### src/rtl/tft_seq_pkg.sv
// Shared types for the parallel display write sequencer.
// Assumes: nothing beyond IEEE 1800-2017 packages.
package tft_seq_pkg;

    // Controller states; one state per bus phase
    typedef enum logic [3:0] {
        ST_FETCH   = 4'd0,   // idle, pixel fetch point
        ST_PX_LO   = 4'd1,   // pixel strobe low
        ST_PX_HI   = 4'd2,   // pixel strobe recovery
        ST_W_INIT  = 4'd3,   // window sequence start, select goes to command
        ST_C_FETCH = 4'd4,   // waiting for a command word
        ST_C_LO    = 4'd5,   // command strobe low (one clock)
        ST_P_FETCH = 4'd6,   // waiting for an argument word
        ST_P_DC    = 4'd7,   // select high, first byte pending
        ST_B_LO    = 4'd8,   // argument byte strobe low
        ST_B_HI    = 4'd9,   // argument byte strobe high
        ST_NEXT    = 4'd10,  // step to next command
        ST_LAST    = 4'd11   // extra high clock after final command
    } seq_state_t;

    // One-cycle actions the controller requests from the datapath
    typedef struct packed {
        logic px_load;    // drive pixel half-word, strobe low
        logic cmd_load;   // drive command half-word, strobe low
        logic word_load;  // capture argument word into the byte shifter
        logic byte_out;   // drive next argument byte, strobe low
        logic wr_rise;    // release strobe
        logic dc_fall;    // select command
        logic dc_rise;    // select data
    } bus_ctl_t;

endpackage

### src/rtl/tft_seq_ctrl.sv
// Sequencing controller for the parallel display write sequencer.
// Decides per clock which bus phase runs and which datapath action fires.
// Assumes: all timing counts are at least 1; CMD_CNT is at least 1.
module tft_seq_ctrl
    import tft_seq_pkg::*;
#(
    parameter int PX_LO_CYC   = 2,
    parameter int BYTE_LO_CYC = 2,
    parameter int BYTE_HI_CYC = 2,
    parameter int CMD_CNT     = 3
) (
    input  logic       clk,
    input  logic       rst_n,
    input  logic       win_req,
    input  logic       in_valid,
    input  logic       shift_empty,
    output logic       in_ready,
    output logic       busy,
    output bus_ctl_t   ctl
);

    localparam int PH_MAX_A = (PX_LO_CYC > BYTE_LO_CYC) ? PX_LO_CYC : BYTE_LO_CYC;
    localparam int PH_MAX   = (PH_MAX_A > BYTE_HI_CYC) ? PH_MAX_A : BYTE_HI_CYC;
    localparam int PH_W     = $clog2(PH_MAX + 1);
    localparam int CMD_W    = $clog2(CMD_CNT + 1);
    localparam logic [PH_W-1:0]  PX_LAST  = PH_W'(PX_LO_CYC - 1);
    localparam logic [PH_W-1:0]  BLO_LAST = PH_W'(BYTE_LO_CYC - 1);
    localparam logic [PH_W-1:0]  BHI_LAST = PH_W'(BYTE_HI_CYC - 1);
    localparam logic [CMD_W-1:0] CMD_INIT = CMD_W'(CMD_CNT - 1);

    seq_state_t       st, st_nxt;
    logic [PH_W-1:0]  ph, ph_nxt;
    logic [CMD_W-1:0] left, left_nxt;

    // Stream ready only in the three fetch phases (pixel fetch yields to a window request)
    always_comb begin
        in_ready = ((st == ST_FETCH) && !win_req) ||
                   (st == ST_C_FETCH) || (st == ST_P_FETCH);
    end

    // Busy covers every state that belongs to the window sequence
    always_comb begin
        busy = !((st == ST_FETCH) || (st == ST_PX_LO) || (st == ST_PX_HI));
    end

    // Next-state, phase counter and datapath actions
    always_comb begin
        st_nxt   = st;
        ph_nxt   = ph;
        left_nxt = left;
        ctl      = '0;
        unique case (st)
            ST_FETCH: begin
                if (win_req) begin
                    st_nxt = ST_W_INIT;
                end else if (in_valid) begin
                    ctl.px_load = 1'b1;
                    ph_nxt      = '0;
                    st_nxt      = ST_PX_LO;
                end
            end
            ST_PX_LO: begin
                if (ph == PX_LAST) begin
                    ctl.wr_rise = 1'b1;
                    st_nxt      = ST_PX_HI;
                end else begin
                    ph_nxt = ph + 1'b1;
                end
            end
            ST_PX_HI: begin
                st_nxt = ST_FETCH;
            end
            ST_W_INIT: begin
                left_nxt    = CMD_INIT;
                ctl.dc_fall = 1'b1;
                st_nxt      = ST_C_FETCH;
            end
            ST_C_FETCH: begin
                if (in_valid) begin
                    ctl.cmd_load = 1'b1;
                    st_nxt       = ST_C_LO;
                end
            end
            ST_C_LO: begin
                ctl.wr_rise = 1'b1;
                st_nxt      = (left == '0) ? ST_LAST : ST_P_FETCH;
            end
            ST_P_FETCH: begin
                if (in_valid) begin
                    ctl.word_load = 1'b1;
                    ctl.dc_rise   = 1'b1;
                    st_nxt        = ST_P_DC;
                end
            end
            ST_P_DC: begin
                ctl.byte_out = 1'b1;
                ph_nxt       = '0;
                st_nxt       = ST_B_LO;
            end
            ST_B_LO: begin
                if (ph == BLO_LAST) begin
                    ctl.wr_rise = 1'b1;
                    ph_nxt      = '0;
                    st_nxt      = ST_B_HI;
                end else begin
                    ph_nxt = ph + 1'b1;
                end
            end
            ST_B_HI: begin
                if (ph == BHI_LAST) begin
                    if (shift_empty) begin
                        st_nxt = ST_NEXT;
                    end else begin
                        ctl.byte_out = 1'b1;
                        ph_nxt       = '0;
                        st_nxt       = ST_B_LO;
                    end
                end else begin
                    ph_nxt = ph + 1'b1;
                end
            end
            ST_NEXT: begin
                left_nxt    = left - 1'b1;
                ctl.dc_fall = 1'b1;
                st_nxt      = ST_C_FETCH;
            end
            ST_LAST: begin
                ctl.dc_rise = 1'b1;
                st_nxt      = ST_FETCH;
            end
            default: begin
                st_nxt = ST_FETCH;
            end
        endcase
    end

    // State, phase and command-counter registers
    always_ff @(posedge clk) begin
        if (!rst_n) begin
            st   <= ST_FETCH;
            ph   <= '0;
            left <= '0;
        end else begin
            st   <= st_nxt;
            ph   <= ph_nxt;
            left <= left_nxt;
        end
    end

endmodule

### src/rtl/tft_seq_shifter.sv
// Argument word shifter: holds one word and hands out its bytes, low byte first.
// Assumes: WORD_W is a whole multiple of BYTE_W.
module tft_seq_shifter #(
    parameter int WORD_W = 32,
    parameter int BYTE_W = 8
) (
    input  logic              clk,
    input  logic              rst_n,
    input  logic              word_load,
    input  logic              byte_out,
    input  logic [WORD_W-1:0] word_in,
    output logic [BYTE_W-1:0] cur_byte,
    output logic              empty
);

    localparam int NBYTES = WORD_W / BYTE_W;
    localparam int CNT_W  = $clog2(NBYTES + 1);

    logic [WORD_W-1:0] sh;
    logic [CNT_W-1:0]  rem;

    // Lowest byte not yet sent is always at the bottom
    always_comb begin
        cur_byte = sh[BYTE_W-1:0];
        empty    = (rem == '0);
    end

    // Load a word or move the next byte to the bottom
    always_ff @(posedge clk) begin
        if (!rst_n) begin
            sh  <= '0;
            rem <= '0;
        end else if (word_load) begin
            sh  <= word_in;
            rem <= CNT_W'(NBYTES);
        end else if (byte_out) begin
            sh  <= sh >> BYTE_W;
            rem <= rem - 1'b1;
        end
    end

endmodule

### src/rtl/tft_seq_bus.sv
// Bus output registers: data, write strobe and data/command select.
// Assumes: at most one of the load actions fires per clock; BYTE_W <= DATA_W.
module tft_seq_bus
    import tft_seq_pkg::*;
#(
    parameter int DATA_W = 16,
    parameter int BYTE_W = 8
) (
    input  logic              clk,
    input  logic              rst_n,
    input  bus_ctl_t          ctl,
    input  logic [DATA_W-1:0] half_in,
    input  logic [BYTE_W-1:0] byte_in,
    output logic [DATA_W-1:0] bus_data,
    output logic              wr_n,
    output logic              dc
);

    logic [DATA_W-1:0] byte_ext;

    // Zero-extend the argument byte onto the full bus width
    generate
        if (DATA_W > BYTE_W) begin : g_pad
            always_comb byte_ext = {{(DATA_W-BYTE_W){1'b0}}, byte_in};
        end else begin : g_same
            always_comb byte_ext = byte_in;
        end
    endgenerate

    // Data and strobe registers
    always_ff @(posedge clk) begin
        if (!rst_n) begin
            bus_data <= '0;
            wr_n     <= 1'b1;
        end else if (ctl.px_load || ctl.cmd_load) begin
            bus_data <= half_in;
            wr_n     <= 1'b0;
        end else if (ctl.byte_out) begin
            bus_data <= byte_ext;
            wr_n     <= 1'b0;
        end else if (ctl.wr_rise) begin
            wr_n     <= 1'b1;
        end
    end

    // Select register
    always_ff @(posedge clk) begin
        if (!rst_n) begin
            dc <= 1'b1;
        end else if (ctl.dc_fall) begin
            dc <= 1'b0;
        end else if (ctl.dc_rise) begin
            dc <= 1'b1;
        end
    end

endmodule

### src/rtl/tft_wr_seq.sv
// Top of the parallel display write sequencer.
// Pixel words go out one per write; a window request runs three commands
// with byte-wise arguments after the first two.
// Assumes: stream words are held stable while in_valid is high and not yet taken.
module tft_wr_seq
    import tft_seq_pkg::*;
#(
    parameter int DATA_W      = 16,
    parameter int WORD_W      = 32,
    parameter int BYTE_W      = 8,
    parameter int PX_LO_CYC   = 2,
    parameter int BYTE_LO_CYC = 2,
    parameter int BYTE_HI_CYC = 2,
    parameter int CMD_CNT     = 3
) (
    input  logic              clk,
    input  logic              rst_n,
    input  logic              win_req,
    input  logic              in_valid,
    input  logic [WORD_W-1:0] in_data,
    output logic              in_ready,
    output logic [DATA_W-1:0] bus_data,
    output logic              wr_n,
    output logic              dc,
    output logic              busy
);

    bus_ctl_t          ctl;
    logic              shift_empty;
    logic [BYTE_W-1:0] cur_byte;

    tft_seq_ctrl #(
        .PX_LO_CYC  (PX_LO_CYC),
        .BYTE_LO_CYC(BYTE_LO_CYC),
        .BYTE_HI_CYC(BYTE_HI_CYC),
        .CMD_CNT    (CMD_CNT)
    ) u_ctrl (
        .clk        (clk),
        .rst_n      (rst_n),
        .win_req    (win_req),
        .in_valid   (in_valid),
        .shift_empty(shift_empty),
        .in_ready   (in_ready),
        .busy       (busy),
        .ctl        (ctl)
    );

    tft_seq_shifter #(
        .WORD_W(WORD_W),
        .BYTE_W(BYTE_W)
    ) u_shift (
        .clk      (clk),
        .rst_n    (rst_n),
        .word_load(ctl.word_load),
        .byte_out (ctl.byte_out),
        .word_in  (in_data),
        .cur_byte (cur_byte),
        .empty    (shift_empty)
    );

    tft_seq_bus #(
        .DATA_W(DATA_W),
        .BYTE_W(BYTE_W)
    ) u_bus (
        .clk     (clk),
        .rst_n   (rst_n),
        .ctl     (ctl),
        .half_in (in_data[DATA_W-1:0]),
        .byte_in (cur_byte),
        .bus_data(bus_data),
        .wr_n    (wr_n),
        .dc      (dc)
    );

endmodule

### config.mk
export PLATFORM = sky130hd
export DESIGN_NAME = tft_wr_seq
export DESIGN_NICKNAME = d
export VERILOG_FILES = /design/src/rtl/tft_seq_pkg.sv /design/src/rtl/tft_seq_ctrl.sv /design/src/rtl/tft_seq_shifter.sv /design/src/rtl/tft_seq_bus.sv /design/src/rtl/tft_wr_seq.sv
export SDC_FILE = /design/constraint.sdc
export NUM_CORES = 1
export LEC_CHECK = 0
export ABC_AREA = 0
export ABC_CLOCK_PERIOD_IN_PS = 2100
export BUFFER_PORTS_ARGS = -buffer_cell sky130_fd_sc_hd__buf_2
export CORE_MARGIN = 2
export CORE_UTILIZATION = 57
export CTS_BUF_LIST = sky130_fd_sc_hd__clkbuf_2 sky130_fd_sc_hd__clkbuf_4 sky130_fd_sc_hd__clkbuf_8
export DETAILED_ROUTE_END_ITERATION = 10
export PLACE_DENSITY = 0.82
export SYNTH_ARGS = -nofsm -noshare
export SYNTH_HDL_FRONTEND = slang
export SYNTH_SLANG_ARGS = --single-unit
### constraint.sdc
create_clock -name clk -period 2.1 [get_ports clk]
set_input_delay 0.21 -clock clk [delete_from_list [all_inputs] [get_ports clk]]
set_output_delay 0.21 -clock clk [all_outputs]
set_load 0.05 [all_outputs]
# Yosys cells after proc, flatten, opt, wreduce, memory -nomap -nowiden
# Index checks and enable logic that the tools add are counted.
# Widths: inputs -> output; s select.
word_totals:
  register_bits: 61
  input_bits: 36
  output_inout_bits: 20
op_classes:
  addsub: 3
  eq_ne: 22
  n_mux: 41
  n_bitwise: 1
  reduce_logical: 22
op_table:
  columns: ["operator", "count"]
  rows:
  - ["$mux 32", 2]
  - ["$pmux 4 s9", 1]
  - ["$mux 16", 2]
  - ["$mux 4", 8]
  - ["$eq 4x3->1 const B", 4]
  - ["$eq 4x4->1 const B", 4]
  - ["$mux 1", 14]
  - ["$mux 2", 7]
  - ["$ne 2x2->1 const B", 6]
  - ["$pmux 2 s5", 1]
  - ["$eq 4x2->1 const B", 2]
  - ["$reduce_bool 2->1", 4]
  - ["$mux 3", 2]
  - ["$ne 3x3->1 const B", 2]
  - ["$pmux 1 s2", 3]
  - ["$reduce_and 6->1", 1]
  - ["$reduce_or 2->1", 3]
  - ["$logic_or 1x1->1", 5]
  - ["$reduce_and 5->1", 1]
  - ["$reduce_bool 5->1", 1]
  - ["$eq 4x1->1 const B", 1]
  - ["$logic_not 4->1", 1]
  - ["$ne 2x1->1 const B", 2]
  - ["$pmux 2 s2", 1]
  - ["10 further kinds", 11]

# Depth between registers and ports, before layout
# Gate-level depths: netlist of run 1.
logic_depth:
  ltp_word: 6
  mapped_depth: 8

# Cells and area by module
# A second synthesis of run 1 with hierarchy kept.
hier_totals:
  cells_unflattened: 338
  hier_area_um2: 3339.5
modules_own_cells:
  columns: ["module", "instances", "cells_each", "area_each_um2", "seq_area_each_um2"]
  rows:
  - ["tft_seq_shifter", 1, 166, 1759.2, 700.7]
  - ["tft_seq_bus", 1, 79, 843.3, 360.3]
  - ["tft_seq_ctrl", 1, 93, 737.0, 160.2]

# Worst setup path before layout of run 1
# OpenSTA, ideal clock, no wires.
synth_timing:
  kind: "register to register"
  start: "register u_ctrl.ph[1]"
  end: "register u_shift.rem[2]"
  setup_time_ps: 88
  arrival_ps: 1507
  required_time_ps: 2012
  slack_ps: 505
  path_stages_with_launch: 8
  period_less_slack_ps: 1595
  path_cell_list: "dfxtp_1 > inv_1 > ha_1 > and4bb_4 > a31o_1 > buf_6 > buf_8 > a311oi_2"
synth_via:
  elab_chain_cells: 4
synth_lines:
  columns: ["element", "line_no", "text"]
  rows:
  - ["from (decl)", "tft_seq_ctrl.sv:32", "logic [PH_W-1:0] ph, ph_nxt;"]
  - ["from (signal assigned)", "tft_seq_ctrl.sv:145", "ph <= ph_nxt;"]
  - ["$eq 2x1->1", "tft_seq_ctrl.sv:110", "if (ph == BHI_LAST) begin"]
  - ["$mux 1", "tft_seq_ctrl.sv:110", null]
  - ["$pmux 1 s2", "tft_seq_ctrl.sv:52", "unique case (st)"]
  - ["$reduce_bool 2->1 (no source line)", null, null]
  - ["to (signal assigned)", "tft_seq_shifter.sv:35", "rem <= CNT_W'(NBYTES);"]
  - ["to (signal assigned)", "tft_seq_shifter.sv:38", "rem <= rem - 1'b1;"]
  - ["to (decl)", "tft_seq_shifter.sv:20", "logic [CNT_W-1:0] rem;"]
# No other way between the ends.
# A chain may end at the register's enable or synchronous reset.

# Worst setup path after layout of run 1
layout_timing:
  start: "register u_ctrl.ph[1]"
  end: "register u_shift.sh[19]"
layout_via:
  elab_chain_cells: 4
layout_lines:
  columns: ["element", "line_no", "text"]
  rows:
  - ["$eq 2x1->1", "tft_seq_ctrl.sv:110", null]
  - ["$mux 1", "tft_seq_ctrl.sv:110", null]
  - ["$pmux 1 s2", "tft_seq_ctrl.sv:52", null]
  - ["$reduce_bool 2->1 (no source line)", null, null]
  - ["to (signal assigned)", "tft_seq_shifter.sv:34", "sh <= word_in;"]
  - ["to (signal assigned)", "tft_seq_shifter.sv:37", "sh <= sh >> BYTE_W;"]
  - ["to (decl)", "tft_seq_shifter.sv:19", "logic [WORD_W-1:0] sh;"]
# No other way between the ends.

==> impl_metrics.py, run 1 <==
metrics = {
    "clock_network": {
        "cts_buffers": 9,
        "clockBufferDepth": 2,
        "ctsHoldBuffers": 0,
        "ctsResizeCount": 0,
        "path_clk_slew_ns": 0.07,
        "post-cts-setup-buffers": 0,
        "clk_latency_ns": 0.34,
        "cts_tree": "done",
        "root_buffer": "clkbuf_8",
        "cts_sinks": 61,
        "cts_max_level": 3,
    },
    "sta": {
        "fin_skew_ns": 0.0132,
        "hold_violations": 0,
        "relSlewSlack": 0.613,
        "grt_setup_unrepaired": "false",
        "setup_viol": 0,
        "finalCritPeriodShare": 0.903,
        "worst_slew_pin_slew_ns": 0.581,
        "finalCriticalPeriod_ns": 1.90,
        "maxSlewViolCount": 0,
        "setup_tns_ns": 0,
        "max_freq_ghz": 0.527,
    },
    "pwr": {
        "ir_drop_mv": 0.528,
        "p_int_mw": 2.22,
        "switching_share": 0.348,
        "pwr-share-clk": 0.322,
        "fin_total_pwr_mw": 3.40,
        "power_frac_comb": 0.285,
        "power_density_nw_per_um2": 995,
        "seqPwrFrac": 0.393,
        "static-leakage-power_nw": 1.29,
        "netSwitchingPower_mw": 1.18,
    },
    "drt": {
        "viasPerCell": 5.56,
        "wl_per_cell_um": 13.8,
        "vias": 2719,
        "drtPass1Iterations": 4,
        "drtIter0Drc": 207,
        "drc": 0,
        "drtAntennaViolNets": 0,
        "totalWireLength_um": 6750,
    },
    "synth": {
        "avgSynthCellArea_um2": 7.95,
        "yosys_warnings": 0,
        "syn-num-nets": 407,
        "synth-seq-cells": 61,
        "synth_xor_area_frac": 0.00301,
        "synthMuxAreaShare": 0.0138,
        "synth_top_area_frac": 0.420,
        "yosys.area_share.simple": 0.185,
        "ys_seq_area_frac": 0.420,
        "post_synth_instance_area_um2": 2910,
        "synth.largest_area_cell": "dfxtp_1",
        "synthTopCellsByArea": "dfxtp_1 42%, a21oi_1 14%, nand2_1 7.7%",
        "yosys.area_share.adder": 0.0215,
        "synth_cells": 366,
        "synth_top_family_by_area": "compound AO/OA/AOI/OAI gates",
        "yosys.cell_types.count": 49,
        "synth_compound_area_frac": 0.277,
    },
    "global_routing": {
        "grt_first_pass_wirelength_um": 10800,
        "overflow": 0,
        "grt_max_degree": 34,
        "antenna_found_initial": 0,
        "grt.total_usage": 0.246,
        "grt_pass1_vias": 2286,
    },
    "setup_path": {
        "slowest_delay_ns": 0.42,
        "slowest_stage": "a31o_1",
        "crit_required_ns": 2.37,
        "worstPathBufferInverterCount": 2,
        "rr_endpoint": "u_shift.sh[19]$_SDFFE_PN0P_",
        "endpoint_kind": "flip-flop",
        "cp_common_cell": "a21oi_1",
        "worstPathCellList": "inv_1 > ha_1 > and4bb_4 > a31o_1 > buf_12 > a21oi_1 > a21oi_1",
        "start_kind": "flip-flop",
        "r2r-start": "u_ctrl.ph[1]$_SDFFE_PN0P_",
        "reg2reg_depth": 7,
        "reg2reg_slack_ns": 0.20,
        "crit_arrival_ns": 2.16,
        "critical_path_class": "flip-flop to flip-flop",
        "timing.critical_path.fanout_max": 28,
        "path_delay_family": "compound AO/OA/AOI/OAI gates",
    },
    "final_layout": {
        "drive_gt1_frac": 0.222,
        "ff_latch_area_um2": 1220,
        "multi_input_area_um2": 1450,
        "fin_nets": 456,
        "mostFrequentLayoutCell": "a21oi_1",
        "diodes": 0,
        "fillers": 449,
        "final_cell_mix": "83 x a21oi_1, 61 x dfxtp_1, 60 x nand2_1",
        "area_delta_synth_final_pct": 17.3,
    },
    "hold_path": {
        "holdPathEnd": "u_shift.sh[27]$_SDFFE_PN0P_",
        "hold_depth": 3,
        "hold_class": "input pin to flip-flop",
        "min_from": "in_data[27]",
    },
    "floorplanning": {
        "ios": 56,
        "die_h_um": 75.4,
        "die_x_um": 75.4,
        "core_um2": 5010,
        "initial_core_util": 0.581,
        "num_rows": 26,
        "dieArea_um2": 5690,
    },
    "job": {
        "cap_violations": 0,
    },
    "placement": {
        "io_buffers": 55,
        "gp_congestion": 0.821,
        "dpl.hpwl_um": 4470,
    },
    "run_status": {
        "status": "finished clean",
    },
}
-- per-stage QoR --
stage | worst slack [ns] | std cells | utilization | instance area [µm²] | hold WS (ns)
4_1_cts | 0.219 | 489 | 0.681 | 3410 | 0.107
2_1_floorplan | 0.505 | 366 | - | 2910 | 0.350
3_5_place_dp | 0.241 | 474 | 0.640 | 3200 | 0.438
6_report | 0.203 | 489 | 0.681 | 3410 | 0.108
5_1_grt | 0.0324 | 489 | 0.681 | 3410 | 0.133
3_3_place_gp | 0.309 | 474 | 0.640 | 3200 | 0.434
-- tightest hold or removal path: cells and delay by family --
family	cells	cell delay (ns)
AOI/OAI and AO/OA	1	0.05
buffers and inverters	1	0.09
and+or+nand+nor	1	0.04
-- final cells by class --
type	instances	share of cell area
multi-input cells	263	0.426
well taps	70	0.0257
repair buffers	71	0.120
clock inverters	3	0.0128
inverters	9	0.00990
flip-flops and latches	61	0.358
clock buffers	12	0.0484
-- cell usage after synthesis (all sizes together) --
cell	n
o21ai	38
or3b	1
nand4	3
a21oi	83
o211a	1
or4	1
a31o	1
o22a	1
dfxtp	61
o21a	1
a311oi	1
clkbuf	10
ha	5
mux2i	4
and4b	1
xnor2	1
a221oi	1
nand3b	2
a211oi	1
inv	9
a211o	1
o31a	2
nor2	10
o31ai	1
nand3	18
a22oi	1
nor2b	4
o41ai	1
buf	23
and3	1
o211ai	2
o22ai	2
a31oi	2
nand2b	3
nor3b	2
a21boi	1
a221o	1
nand2	60
nor3	3
and4bb	1
nand4bb	1
-- power groups by stage --
| stage | Clock [mW] | Combinational [mW] | Sequential (mW) |
|---|---|---|---|
| after global routing | 1.15 | 1.06 | 1.35 |
| after detailed placement | 0 | 0.964 | 1.36 |
| after floorplan | 0 | 0.602 | 1.52 |
| after global placement | 0 | 0.954 | 1.35 |
| final | 1.09 | 0.968 | 1.33 |
| after CTS | 1.10 | 0.968 | 1.33 |
-- per-layer routing --
| metal | vias to the layer above | track usage | routed length (µm) |
|---|---|---|---|
| li1 | 1386 | - | - |
| met1 | 1241 | 0.358 | 3210 |
| met2 | 82 | 0.364 | 3130 |
| met3 | 10 | 0.0370 | 297 |
| met4 | 0 | 0.101 | 115 |
| met5 | - | 0 | 0 |
-- flip-flops by register name, summed over array words and instances (netlist names) --
| signal | flops |
|---|---|
| u_bus.dc | 1 |
| u_ctrl.left | 2 |
| u_ctrl.ph | 2 |
| u_shift.rem | 3 |
| u_bus.wr_n | 1 |
| u_shift.sh | 32 |
| u_bus.bus_data | 16 |
| u_ctrl.st | 4 |
-- how the worst max path moves through the flow --
stage / to / slack [ns] / startpoint / depth (start not counted)
after floorplan: u_shift.rem[2]$_SDFFE_PN0P_ / 0.50 / u_ctrl.ph[1]$_SDFFE_PN0P_ / 7
after global placement: u_shift.sh[9]$_SDFFE_PN0P_ / 0.31 / u_ctrl.ph[1]$_SDFFE_PN0P_ / 7
after detailed placement: u_shift.sh[4]$_SDFFE_PN0P_ / 0.24 / u_ctrl.ph[1]$_SDFFE_PN0P_ / 7
after CTS: u_shift.sh[19]$_SDFFE_PN0P_ / 0.22 / u_ctrl.ph[1]$_SDFFE_PN0P_ / 7
after global routing: u_shift.sh[8]$_SDFFE_PN0P_ / 0.03 / u_ctrl.ph[1]$_SDFFE_PN0P_ / 7
final: u_shift.sh[19]$_SDFFE_PN0P_ / 0.20 / u_ctrl.ph[1]$_SDFFE_PN0P_ / 7
-- kinds of logic (layout without fill, tap and decap cells) --
kind of cell    after synthesis  after routing
compound gates              142            142
mux                           4              4
buf+inv                      42             95
flops                        61             61
xor+xnor                      1              1
fa+ha+maj                     5              5
simple gates                111            111
Power figures use the tool's default switching activity.
==> run 2, diff against run 1 <==
--- a/config.mk
+++ b/config.mk
@@ -6,7 +6,7 @@
 export NUM_CORES = 1
 export LEC_CHECK = 0
 export ABC_AREA = 0
-export ABC_CLOCK_PERIOD_IN_PS = 2100
+export ABC_CLOCK_PERIOD_IN_PS = 2180
 export BUFFER_PORTS_ARGS = -buffer_cell sky130_fd_sc_hd__buf_2
 export CORE_MARGIN = 2
 export CORE_UTILIZATION = 57
==> constraint.sdc (replaced) <==
create_clock -name clk -period 2.18 [get_ports clk]
set_input_delay 0.218 -clock clk [delete_from_list [all_inputs] [get_ports clk]]
set_output_delay 0.218 -clock clk [all_outputs]
set_load 0.05 [all_outputs]
==> run 2 against run 1 <==
  * Combinational power is 5.1% lower
  * First-iteration DRC count is 28% higher
  * Largest power group unchanged
  * Highest routed layer unchanged
  * Die area stayed put
==> impl_metrics.py, run 2 (same netlist as run 1, synthesis figures left out) <==
metrics = {
    "run_status": {
        "status": "finished clean",
    },
    "final_layout": {
        "reg_top3": "u_shift.sh: 32 flops, u_bus.bus_data: 16 flops, u_ctrl.st: 4 flops",
        "fillers": 453,
        "ff_latch_area_um2": 1220,
        "finalInstanceArea_um2": 3400,
        "drive_gt1_frac": 0.218,
        "multi_input_area_um2": 1450,
        "fin_nets": 453,
        "area_delta_synth_final_pct": 16.9,
        "largest_register": "u_shift.sh",
        "diodes": 0,
        "mostFrequentLayoutCell": "a21oi_1",
        "largest_reg_flops": 32,
        "final_cell_mix": "83 x a21oi_1, 61 x dfxtp_1, 60 x nand2_1",
    },
    "clock_network": {
        "root_buffer": "clkbuf_8",
        "clk_latency_ns": 0.34,
        "path_clk_slew_ns": 0.07,
        "cts_sinks": 61,
        "ctsHoldBuffers": 0,
        "clockBufferDepth": 2,
        "ctsResizeCount": 0,
        "cts_buffers": 9,
        "cts_max_level": 3,
        "cts_tree": "done",
        "post-cts-setup-buffers": 0,
    },
    "floorplanning": {
        "initial_core_util": 0.581,
        "core_um2": 5010,
        "die_h_um": 75.4,
        "num_rows": 26,
        "ios": 56,
        "dieArea_um2": 5690,
        "die_x_um": 75.4,
    },
    "setup_path": {
        "timing.critical_path.fanout_max": 19,
        "crit_required_ns": 1.96,
        "start_kind": "flip-flop",
        "critical_path_class": "flip-flop to output port",
        "crit_arrival_ns": 1.64,
        "endpoint_kind": "output port",
    },
    "drt": {
        "viasPerCell": 5.67,
        "totalWireLength_um": 6750,
        "drc": 0,
        "vias": 2761,
        "drtIter0Drc": 264,
        "drtAntennaViolNets": 0,
        "wl_per_cell_um": 13.9,
        "drtPass1Iterations": 5,
    },
    "sta": {
        "max_freq_ghz": 0.537,
        "grt_setup_unrepaired": "false",
        "fin_skew_ns": 0.0111,
        "finalCriticalPeriod_ns": 1.86,
        "worst_slew_pin_slew_ns": 0.550,
        "setup_viol": 0,
        "finalCritPeriodShare": 0.854,
        "setup_tns_ns": 0,
        "maxSlewViolCount": 0,
        "relSlewSlack": 0.634,
        "hold_violations": 0,
    },
    "global_routing": {
        "grt_first_pass_wirelength_um": 10600,
        "grt_max_degree": 50,
        "grt.total_usage": 0.246,
        "antenna_found_initial": 0,
        "overflow": 0,
        "grt_pass1_vias": 2232,
    },
    "pwr": {
        "power_density_nw_per_um2": 947,
        "ir_drop_mv": 0.591,
        "static-leakage-power_nw": 1.28,
    },
    "placement": {
        "gp_congestion": 0.828,
        "io_buffers": 55,
        "postPlaceCellArea_um2": 3210,
        "dpl.hpwl_um": 4360,
    },
    "job": {
        "cap_violations": 0,
    },
    "hold_path": {
        "hold_class": "input pin to flip-flop",
    },
}
[run 2: layout make-up]
type,count,area share
timing repair buffer,68,0.121
clock inverter,6,0.0184
sequential,61,0.359
multi-input combinational,263,0.428
inverter,9,0.00993
tap,70,0.0258
clock buffer,10,0.0386
[run 2: final timing paths]
path / slack, ns / to / start / cells after the start
setup / recovery: 0.32 / in_ready / u_ctrl.st[3]$_SDFFE_PN0P_ / 4
hold / removal: 0.11 / u_shift.sh[27]$_SDFFE_PN0P_ / in_data[27] / 3
setup reg to reg: 0.37 / u_shift.sh[8]$_SDFFE_PN0P_ / u_ctrl.st[0]$_SDFFE_PN0P_ / 5
hold reg to reg: 0.45 / u_bus.bus_data[1]$_SDFFE_PN0P_ / u_bus.bus_data[1]$_SDFFE_PN0P_ / 2
[run 2: critical path: stages, from the launching register on]
cell	delay, ns
dfxtp_1	0.38
buf_4	0.23
nor2_1	0.28
o21a_1	0.17
buf_2	0.25
[run 2: per-stage QoR]
stage	power (mW)	utilization	instances	hold slack, ns	setup WS, ns
after floorplan	2.04	-	366	0.358	0.585
after global placement	2.21	0.640	471	0.435	0.495
after detailed placement	2.24	0.640	471	0.441	0.385
after CTS	3.22	0.679	487	0.103	0.320
after global routing	3.37	0.679	487	0.117	0.249
final	3.22	0.679	487	0.112	0.319
[run 2: per-layer routing]
metal  GRT usage  wire length [µm]  up-vias
li1            -                 -     1372
met1       0.361              3240     1270
met4       0.135               154        0
met2       0.339              2970      105
met3      0.0450               383       14
met5           0                 0        -
[run 2: where the power goes]
group	switching (mW)	internal [mW]
clock network	0.461	0.540
logic	0.608	0.311
registers	0.0904	1.21
total	1.16	2.06
==> run 3, diff against run 2 <==
--- a/config.mk
+++ b/config.mk
@@ -9,10 +9,12 @@
 export ABC_CLOCK_PERIOD_IN_PS = 2180
 export BUFFER_PORTS_ARGS = -buffer_cell sky130_fd_sc_hd__buf_2
 export CORE_MARGIN = 2
-export CORE_UTILIZATION = 57
+export CORE_UTILIZATION = 58
 export CTS_BUF_LIST = sky130_fd_sc_hd__clkbuf_2 sky130_fd_sc_hd__clkbuf_4 sky130_fd_sc_hd__clkbuf_8
 export DETAILED_ROUTE_END_ITERATION = 10
 export PLACE_DENSITY = 0.82
+export RECOVER_POWER = 50
 export SYNTH_ARGS = -nofsm -noshare
 export SYNTH_HDL_FRONTEND = slang
+export SYNTH_HIERARCHICAL = 1
 export SYNTH_SLANG_ARGS = --single-unit
==> run 3 against run 2 <==
  * Utilization is 3.9 points higher
  * Clock-buffer cell count is 3 higher
  * Power is 8.2% higher
  * Clock skew is 0.0020 ns lower
  * First-iteration DRC count is 57% lower
  * Sequential power hardly changed
  * Highest routed layer unchanged
==> impl_metrics.py, run 3 <==
metrics = {
    "pwr": {
        "static-leakage-power_nw": 1.92,
        "power_density_nw_per_um2": 876,
        "fin_total_pwr_mw": 3.48,
        "ir_drop_mv": 0.604,
    },
    "floorplanning": {
        "ios": 56,
        "initial_core_util": 0.603,
        "dieArea_um2": 6380,
        "num_rows": 27,
        "die_h_um": 79.9,
        "core_um2": 5540,
        "die_x_um": 79.9,
    },
    "clock_network": {
        "cts_tree": "done",
        "root_buffer": "clkbuf_8",
        "clk_latency_ns": 0.34,
        "path_clk_slew_ns": 0.07,
        "cts_buffers": 9,
        "clockBufferDepth": 2,
        "cts_sinks": 61,
        "cts_max_level": 3,
    },
    "sta": {
        "finalCriticalPeriod_ns": 2.18,
        "finalCritPeriodShare": 0.998,
        "max_freq_ghz": 0.460,
        "timing.hold.ws_ns": 0.119,
        "maxSlewViolCount": 0,
        "worst_slew_pin_slew_ns": 0.636,
        "fin_skew_ns": 0.00903,
        "relSlewSlack": 0.578,
        "setup_viol": 0,
        "hold_violations": 0,
    },
    "synth": {
        "synthArstFlopShare": 0,
        "synth_ff_type": "dfxtp_1",
        "yosys_warnings": 6,
        "syn-num-nets": 379,
        "synth.most_common_cell": "dfxtp_1",
        "ys_top_cells_by_count": "61 x dfxtp_1, 33 x mux2_2, 28 x nand2b_1",
        "avgSynthCellArea_um2": 9.88,
        "synthTopCellsByArea": "dfxtp_1 37%, mux2_2 11%, o211a_1 7.2%",
        "ys_seq_area_frac": 0.366,
        "synth_edf_count": 0,
        "synth_cells": 338,
        "synth_top_area_frac": 0.366,
        "post_synth_instance_area_um2": 3340,
        "synth.largest_area_cell": "dfxtp_1",
        "yosys.cell_types.count": 51,
        "synth-seq-cells": 61,
    },
    "setup_path": {
        "critical_path_class": "flip-flop to flip-flop",
        "r2r-start": "u_shift/rem[1]$_SDFFE_PP0P_",
        "timing.critical_path.fanout_max": 7,
        "reg2reg_slack_ns": 0.005,
        "crit_required_ns": 2.42,
        "crit_arrival_ns": 2.41,
        "start_kind": "flip-flop",
        "endpoint_kind": "flip-flop",
        "slowest_stage": "dfxtp_2",
        "worstPathCellList": "inv_1 > ha_2 > nor2b_4 > nand3b_1 > a21oi_4 > buf_12 > buf_8 > buf_4 > mux2_2 > o211a_1",
        "reg2reg_depth": 10,
        "rr_endpoint": "u_shift/sh[11]$_SDFFE_PN0P_",
        "slowest_delay_ns": 0.34,
    },
    "final_layout": {
        "largest_reg_flops": 32,
        "post-route-util": 0.718,
        "area_delta_synth_final_pct": 19.1,
        "fin_cells": 472,
        "fin_nets": 436,
        "ff_latch_area_um2": 1220,
        "multi_input_area_um2": 1860,
        "fillers": 413,
        "finalInstanceArea_um2": 3980,
        "final_cell_mix": "58 x dfxtp_1, 35 x buf_2, 33 x mux2_2",
        "diodes": 0,
        "mostFrequentLayoutCell": "dfxtp_1",
        "largest_register": "u_shift/sh",
        "drive_gt1_frac": 0.325,
        "reg_top3": "u_shift/sh: 32 flops, u_bus/bus_data: 16 flops, u_ctrl/st: 4 flops",
    },
    "global_routing": {
        "grt_max_degree": 40,
        "grt_first_pass_wirelength_um": 12100,
        "grt.total_usage": 0.245,
        "antenna_found_initial": 0,
        "grt_pass1_vias": 2616,
        "overflow": 0,
    },
    "hold_path": {
        "hold_depth": 3,
        "min_from": "in_data[30]",
        "hold_class": "input pin to flip-flop",
        "holdPathEnd": "u_shift/sh[30]$_SDFFE_PN0P_",
    },
    "drt": {
        "drtAntennaViolNets": 0,
        "drc": 0,
        "drtIter0Drc": 113,
        "vias": 2756,
        "totalWireLength_um": 7590,
        "wl_per_cell_um": 16.1,
        "drtPass1Iterations": 4,
        "viasPerCell": 5.84,
    },
    "placement": {
        "gp_congestion": 0.806,
        "postPlaceCellArea_um2": 3710,
        "dpl.hpwl_um": 4930,
        "place_inst": 451,
        "io_buffers": 55,
    },
    "job": {
        "cap_violations": 0,
    },
    "run_status": {
        "status": "finished clean",
    },
}
## run 3: changes by cell type after synthesis, sizes merged, moves of 5 or more
cell    delta
mux2      +33
and2b      +5
o21bai     +8
o21ai     -23
a21oi     -78
nand2b    +25
a21boi    +18
or4b       +8
o211a     +23
o311a      +8
nand3     -15
nand2     -45
or3b       +7
## run 3: worst max-delay path by stage
| stage | to | slack, ns | cells past startpoint | startpoint |
|---|---|---|---|---|
| after global placement | u_bus/bus_data[7]$_SDFFE_PN0P_ | 0.006 | 8 | u_shift/rem[0]$_SDFFE_PP0P_ |
| after detailed placement | u_bus/bus_data[7]$_SDFFE_PN0P_ | -0.11 | 8 | u_shift/rem[0]$_SDFFE_PP0P_ |
| after CTS | u_bus/bus_data[7]$_SDFFE_PN0P_ | 0.001 | 8 | u_shift/rem[0]$_SDFFE_PP0P_ |
| final | u_shift/sh[11]$_SDFFE_PN0P_ | 0.005 | 10 | u_shift/rem[1]$_SDFFE_PP0P_ |
| after floorplan | u_bus/bus_data[5]$_SDFFE_PN0P_ | 0.13 | 9 | u_ctrl/st[3]$_SDFFE_PN0P_ |
| after global routing | u_bus/bus_data[7]$_SDFFE_PN0P_ | -0.05 | 9 | u_shift/rem[0]$_SDFFE_PP0P_ |
## run 3: layer usage
layer,share of wire,vias up,global-route usage
met5,0,-,0
li1,-,1337,-
met1,0.41,1337,0.283
met3,0.046,14,0.0747
met2,0.52,68,0.423
met4,0.020,0,0.0932
## run 3: logic make-up after synthesis
logic type                 synth area share
and+or+nand+nor                       0.185
AOI/OAI and AO/OA                     0.222
DFF                                   0.366
buffers and inverters                0.0862
muxes                                 0.117
adders and majority gates            0.0187
xor gates and xnor gates            0.00525
## run 3: critical path: cells and delay by family (launching register included)
family	cells	cell delay [ns]
AO/OA/AOI/OAI	2	0.45
buffers and inverters	4	0.45
AND/OR/NAND/NOR	2	0.36
flip-flops	1	0.34
multiplexers	1	0.32
adder cells (fa/ha/maj)	1	0.16
## run 3: final cells by class
class                           count  area share
Multi-Input combinational cell    232       0.469
Inverter                            8     0.00755
Clock inverter                      3     0.00441
Sequential cell                    61       0.308
Tap cell                           72      0.0227
Timing Repair Buffer               83       0.144
Clock buffer                       13      0.0450
## run 3: per-stage QoR
step                setup WS (ns)  TNS [ns]
floorplan                   0.127         0
global placement          0.00648         0
detailed placement         -0.106    -0.626
CTS                       0.00140         0
global route              -0.0497    -0.289
finish                    0.00470         0
## run 3: report_power, final
group | switching (mW) | internal (mW) | leakage [nW] | total, mW
sequential | 0.0656 | 1.23 | 0.496 | 1.30
clock | 0.447 | 0.533 | 0.101 | 0.979
combinational | 0.776 | 0.432 | 1.32 | 1.21
## run 3: timing repair
action / in CTS / in global routing
setup endpoints to repair: 21 / 27
hold buffers: 0 / 0
gates resized for setup: 0 / 12
setup buffers: 1 / 3
pin swaps: 1 / 2
gates cloned: 0 / 1
